[src/rtl/irq_pkg.sv]
package irq_pkg;

    typedef enum logic [2:0] {
        SRC_TRAP = 3'd0,
        SRC_V2   = 3'd1,
        SRC_V1   = 3'd2,
        SRC_V0   = 3'd3,
        SRC_EXT  = 3'd4
    } irq_src_e;

    typedef enum logic [1:0] {
        TQ_WAIT_LOW = 2'd0,
        TQ_ARMED    = 2'd1,
        TQ_READY    = 2'd2
    } tq_state_e;

    typedef enum logic {
        G_IDLE  = 1'b0,
        G_OFFER = 1'b1
    } grant_state_e;

    // Restart numbers are held in tenths; the vector is eight times the number.
    function automatic logic [15:0] vec_of(irq_src_e s);
        int tenths;
        unique case (s)
            SRC_TRAP: tenths = 45;
            SRC_V2:   tenths = 75;
            SRC_V1:   tenths = 65;
            SRC_V0:   tenths = 55;
            default:  tenths = 0;
        endcase
        return 16'((tenths * 8) / 10);
    endfunction

endpackage

[src/rtl/irq_trap_qual.sv]
module irq_trap_qual
    import irq_pkg::*;
(
    input  logic clk,
    input  logic rst_n,
    input  logic line,
    input  logic clr,
    output logic ready
);

    tq_state_e st, st_nx;

    always_ff @(posedge clk or negedge rst_n) begin
        if (!rst_n) st <= TQ_WAIT_LOW;
        else        st <= st_nx;
    end

    always_comb begin
        st_nx = st;
        if (clr) begin
            st_nx = TQ_WAIT_LOW;
        end else begin
            unique case (st)
                TQ_WAIT_LOW: if (!line) st_nx = TQ_ARMED;
                TQ_ARMED:    if (line)  st_nx = TQ_READY;
                TQ_READY:    if (!line) st_nx = TQ_ARMED;
                default:     st_nx = TQ_WAIT_LOW;
            endcase
        end
    end

    assign ready = (st == TQ_READY) && line;

endmodule

[src/rtl/irq_edge_pend.sv]
module irq_edge_pend (
    input  logic clk,
    input  logic rst_n,
    input  logic line,
    input  logic clr,
    output logic pend
);

    logic line_q;
    logic rise;

    assign rise = line && !line_q;

    always_ff @(posedge clk or negedge rst_n) begin
        if (!rst_n) begin
            line_q <= 1'b0;
            pend   <= 1'b0;
        end else begin
            line_q <= line;
            pend   <= rise || (pend && !clr);
        end
    end

endmodule

[src/rtl/irq_ctrl_regs.sv]
module irq_ctrl_regs #(
    parameter int NLINE = 3
) (
    input  logic             clk,
    input  logic             rst_n,
    input  logic             ie_set,
    input  logic             ie_clr,
    input  logic             ie_drop,
    input  logic             mask_load,
    input  logic [NLINE-1:0] mask_in,
    output logic             ie,
    output logic [NLINE-1:0] mask
);

    always_ff @(posedge clk or negedge rst_n) begin
        if (!rst_n) begin
            ie   <= 1'b0;
            mask <= '1;
        end else begin
            if (ie_clr || ie_drop) ie <= 1'b0;
            else if (ie_set)       ie <= 1'b1;
            if (mask_load)         mask <= mask_in;
        end
    end

endmodule

[src/rtl/irq_arbiter.sv]
module irq_arbiter
    import irq_pkg::*;
#(
    parameter int VEC_W = 16,
    parameter int CMD_W = 5
) (
    input  logic             clk,
    input  logic             rst_n,
    input  logic             nmi_req,
    input  logic             vec2_req,
    input  logic             vec1_req,
    input  logic             vec0_req,
    input  logic             ext_req,
    input  logic             ie_set,
    input  logic             ie_clr,
    input  logic             cmd_wr,
    input  logic [CMD_W-1:0] cmd_data,
    input  logic             sample,
    input  logic             ack,
    output logic             irq_valid,
    output logic [VEC_W-1:0] irq_vector,
    output logic             irq_nonvec,
    output logic [7:0]       status
);

    localparam int NLINE    = 3;
    localparam int MSE_BIT  = NLINE;
    localparam int PCLR_BIT = NLINE + 1;

    grant_state_e gst, gst_nx;
    irq_src_e     cur_src, cur_src_nx;
    irq_src_e     win_src;
    logic         win_any;
    logic         done;

    logic             ie;
    logic [NLINE-1:0] mask;
    logic             pend2;
    logic             trap_rdy;
    logic             e_v2, e_v1, e_v0, e_ext;
    logic             trap_clr, pend_clr, ie_drop;

    // ack of the latched source
    assign done     = (gst == G_OFFER) && ack;
    assign trap_clr = done && (cur_src == SRC_TRAP);
    assign ie_drop  = done && (cur_src != SRC_TRAP);
    assign pend_clr = (done && (cur_src == SRC_V2)) || (cmd_wr && cmd_data[PCLR_BIT]);

    irq_trap_qual u_trap (
        .clk   (clk),
        .rst_n (rst_n),
        .line  (nmi_req),
        .clr   (trap_clr),
        .ready (trap_rdy)
    );

    irq_edge_pend u_pend2 (
        .clk   (clk),
        .rst_n (rst_n),
        .line  (vec2_req),
        .clr   (pend_clr),
        .pend  (pend2)
    );

    irq_ctrl_regs #(.NLINE(NLINE)) u_regs (
        .clk       (clk),
        .rst_n     (rst_n),
        .ie_set    (ie_set),
        .ie_clr    (ie_clr),
        .ie_drop   (ie_drop),
        .mask_load (cmd_wr && cmd_data[MSE_BIT]),
        .mask_in   (cmd_data[NLINE-1:0]),
        .ie        (ie),
        .mask      (mask)
    );

    // eligibility and fixed priority
    assign e_v2  = pend2    && !mask[2] && ie;
    assign e_v1  = vec1_req && !mask[1] && ie;
    assign e_v0  = vec0_req && !mask[0] && ie;
    assign e_ext = ext_req  && ie;

    always_comb begin
        win_any = 1'b1;
        win_src = SRC_EXT;
        if (trap_rdy)   win_src = SRC_TRAP;
        else if (e_v2)  win_src = SRC_V2;
        else if (e_v1)  win_src = SRC_V1;
        else if (e_v0)  win_src = SRC_V0;
        else if (e_ext) win_src = SRC_EXT;
        else            win_any = 1'b0;
    end

    // offer state register
    always_ff @(posedge clk or negedge rst_n) begin
        if (!rst_n) begin
            gst     <= G_IDLE;
            cur_src <= SRC_EXT;
        end else begin
            gst     <= gst_nx;
            cur_src <= cur_src_nx;
        end
    end

    // TAKE and RELEASE transitions
    always_comb begin
        gst_nx     = gst;
        cur_src_nx = cur_src;
        unique case (gst)
            G_IDLE: if (sample && win_any) begin
                gst_nx     = G_OFFER;
                cur_src_nx = win_src;
            end
            G_OFFER: if (ack) gst_nx = G_IDLE;
            default: gst_nx = G_IDLE;
        endcase
    end

    // outputs
    always_comb begin
        irq_valid  = 1'b0;
        irq_vector = '0;
        irq_nonvec = 1'b0;
        unique case (gst)
            G_IDLE: ;
            G_OFFER: begin
                irq_valid  = 1'b1;
                irq_vector = VEC_W'(vec_of(cur_src));
                irq_nonvec = (cur_src == SRC_EXT);
            end
            default: ;
        endcase
    end

    assign status = {1'b0, pend2, vec1_req, vec0_req, ie, mask};

endmodule

[config.mk]
export PLATFORM = sky130hd
export DESIGN_NAME = irq_arbiter
export DESIGN_NICKNAME = d
export VERILOG_FILES = /design/src/rtl/irq_pkg.sv /design/src/rtl/irq_trap_qual.sv /design/src/rtl/irq_edge_pend.sv /design/src/rtl/irq_ctrl_regs.sv /design/src/rtl/irq_arbiter.sv
export SDC_FILE = /design/constraint.sdc
export NUM_CORES = 1
export LEC_CHECK = 0
export ABC_AREA = 0
export BUFFER_PORTS_ARGS = -buffer_cell sky130_fd_sc_hd__buf_2
export CORE_MARGIN = 1.5
export CORE_UTILIZATION = 44
export CTS_BUF_LIST = sky130_fd_sc_hd__clkbuf_2 sky130_fd_sc_hd__clkbuf_4 sky130_fd_sc_hd__clkbuf_8
export DETAILED_ROUTE_END_ITERATION = 7
export PLACE_DENSITY = 0.78
export RECOVER_POWER = 50
export SLEW_MARGIN = 20
export SYNTH_ARGS = -nofsm -noshare
export SYNTH_HDL_FRONTEND = slang
export SYNTH_SLANG_ARGS = --single-unit
[constraint.sdc]
create_clock -name clk -period 2.2 [get_ports clk]
set_clock_uncertainty 0.2 [all_clocks]
set_input_delay 0.44 -clock clk [delete_from_list [all_inputs] [get_ports clk]]
set_output_delay 0.44 -clock clk [all_outputs]
set_load 0.02 [all_outputs]
==> out/metrics.csv <==
stage,metric,value,unit
status,status,"complete, but fails checks",
status,violations,negative setup slack,
timing,fin_hold_ws,0.0890,ns
global_routing,antenna_found_initial,0,
clock_tree,clock_latency,0.27,ns
layout,nNetsFinal,165,
timing,max-slew-margin-rel,0.575,
timing,layout_setup_ws,-0.322,ns
floorplan,initial_utilization,0.485,
critical_path,path_cells,nor2_1 > ha_4 > nor4b_4 > o21ai_2 > a21oi_2 > nor2_2 > buf_6,
critical_path,cp_data_arrival_time,1.88,ns
routing,num_vias,830,
synth,yosys.area.top_type_share,0.204,
critical_path,cp-endpoint,irq_vector[1],
pwr,leakage,0.000612,uW
critical_path,crit_type,register to output pin,
timing,fmax,397,MHz
critical_path,slowest_stage,dfstp_2,
pwr,power.total,1110,uW
synth,synth_cell_types,41,
global_routing,grt_pass1_wl,3.43,mm
critical_path,worstSetupStartpoint,cur_src[2]$_DFFE_PN1P_,
worst_hold_path,hp-class,primary input to register,
routing,totalWireLength,1.98,mm
floorplan,io_pins,43,
layout,drive_gt1_frac,0.472,
layout,antennaDiodeCount,0,
timing,final-setup-viol-count,3,
floorplan,rows,16,
placed_design,place.gp.congestion,0.747,
layout,final_design_area_no_fill,1210,um2
global_routing,grt_max_degree,13,
timing,post-route-min-period,2.52,ns
clock_tree,cts_buffers,3,
routing,drt-initial-drc-count,7,
synth,syn-mean-instance-area,8.99,um2
synth,netlist_top_cells_area,"dfrtp_1 20%, buf_4 12%, dfstp_2 11%, ha_1 3.8%, nor2_1 3.8%",
clock_tree,clk_pin_slew_worst_paths,0.08,ns
routing,avgViaCountPerCell,4.85,
critical_path,critPathMaxFanout,4,
floorplan,dieArea,2520,um2
synth,synth_ff_type,dfrtp_1,
critical_path,cpPeakStageDelay,0.57,ns
synth,synth-edff-count,0,
synth,synth-async-reset-ratio,1.00,
synth,synth_seq_area_share,0.312,
timing,hold_violations,0,
synth,synth_warnings,0,
critical_path,r2r_slack,0.61,ns
critical_path,r2r-end,cur_src[2]$_DFFE_PN1P_,
placed_design,dp_hpwl,1.59,mm
timing,finalSetupTns,-0.796,ns
timing,rsz0062_at_grt,true,
synth,synth-seq-cells,12,
synth,synth_top_cell_by_area,dfrtp_1,
floorplan,dieWidth,50.2,um
flow_run,cap_violations,0,
global_routing,grt_pass1_vias,824,
routing,wl_per_cell,11.6,um
critical_path,r2r-start,u_regs.mask[1]$_DFFE_PN1P_,
critical_path,reg2reg_depth,4,
routing,drc_errors,0,
critical_path,end_kind,output pin,
layout,final_common_cell,buf_2,
synth,netlist_area,980,um2
global_routing,grt.overflow.total,0,
placed_design,dpl_cell_area,1120,um2
placed_design,port-buffer-count,31,
synth,syn_inst,109,
clock_tree,cts_tree,yes,
critical_path,start_kind,register,
clock_tree,cts_buffer_depth,2,
layout,synthToLayoutAreaGrowth,23.6,%
routing,drt-pass1-iter-count,4,
floorplan,core_region_area,2020,um2
pwr,p_per_area,915,nW/um2
timing,fin_crit_sh,1.15,
global_routing,grt_usage,0.176,
placed_design,place_ws,-0.129,ns
timing,maxSlewViolCount,0,
layout,layout_common_cells,"25 x buf_2, 13 x conb_1, 10 x buf_4",
floorplan,die_h,50.2,um
critical_path,cp_data_required_time,1.56,ns
timing,tightestPinTransition,0.637,ns
clock_tree,htreeDepth,1,
clock_tree,cts_root_buf,clkbuf_4,
clock_tree,numClockSinks,12,
pwr,ir_worst_vdd,0.569,mV
routing,postRouteAntennaNets,0,
==> worst max-delay path, delay by kind of cell, from the launching register on <==
kind / cells / cell delay (ns)
flip-flops: 1 / 0.57
AND/OR/NAND/NOR: 3 / 0.42
adder cells (fa/ha/maj): 1 / 0.26
AO/OA/AOI/OAI: 2 / 0.23
buffers and inverters: 1 / 0.12
==> Yosys cell counts (2+ instances only) <==
cell type  number
and2b_1         2
o21ai_0         3
dfrtp_1         8
o21ai_1         2
nor3_1          2
dfstp_2         4
and3_1          2
ha_1            3
mux2_2          3
nand2_1         9
inv_1           6
a211oi_1        2
nor2_1         10
conb_1          2
a21oi_1         5
inv_2           3
nor2b_1         2
buf_4          16
buf_6           3
==> final cells by class <==
class | instances | area (um2)
Inverter | 9 | 33.8
Multi-Input combinational cell | 79 | 569
Fill cell | 217 | 811
Clock buffer | 4 | 36.3
Timing Repair Buffer | 40 | 233
Tap cell | 27 | 33.8
Sequential cell | 12 | 305
==> sequential cells by signal, indices dropped and copies added (netlist names) <==
name            count
u_pend2.pend        1
u_pend2.line_q      1
u_regs.ie           1
u_trap.st           2
gst                 1
u_regs.mask         3
cur_src             3
==> layer usage <==
layer,vias up,track usage,part of all wire
li1,404,-,-
met1,386,0.195,0.41
met2,36,0.338,0.53
met3,4,0.0179,0.047
met4,0,0.0694,0.012
met5,-,0,0
==> how the worst min path moves through the flow <==
stage	depth (start not counted)	slack, ns	start	to
after floorplan	0	-0.06	rst_n	cur_src[0]$_DFFE_PN0P_
after global placement	1	0.12	rst_n	u_pend2.line_q$_DFF_PN0_
after detailed placement	1	0.13	rst_n	u_pend2.line_q$_DFF_PN0_
after CTS	1	0.09	vec2_req	u_pend2.line_q$_DFF_PN0_
after global routing	1	0.08	vec2_req	u_pend2.line_q$_DFF_PN0_
final	1	0.09	vec2_req	u_pend2.line_q$_DFF_PN0_
==> report_power, final <==
group	internal [uW]	switching, uW	total (uW)
combinational	272	331	603
clock	101	76.0	177
sequential	279	49.6	328
total	651	457	1110
==> through the flow <==
step,instances,util
6_report,171,0.599
5_1_grt,171,0.599
4_1_cts,171,0.593
3_5_place_dp,164,0.554
3_3_place_gp,164,0.554
2_1_floorplan,120,-
==> cells by family (layout without fill, tap and decap cells) <==
logic type	Yosys count	after routing	synth area share
AO/OA/AOI/OAI	21	21	0.170
adder cells (fa/ha/maj)	3	3	0.0383
AND/OR/NAND/NOR	36	36	0.207
flip-flops	12	12	0.312
buffers and inverters	29	53	0.197
other	2	13	0.00767
multiplexers	5	5	0.0600
XOR/XNOR	1	1	0.00894
==> timing repair <==
action | CTS | global route
buffers inserted | 2 | 0
endpoints found under the hold margin | 8 | 0
endpoints found under the setup margin | 3 | 3
hold buffers | 1 | 0
resized for setup | 7 | 3
pin swaps | 6 | 2
Note: power is estimated with default switching activity, not from simulation.
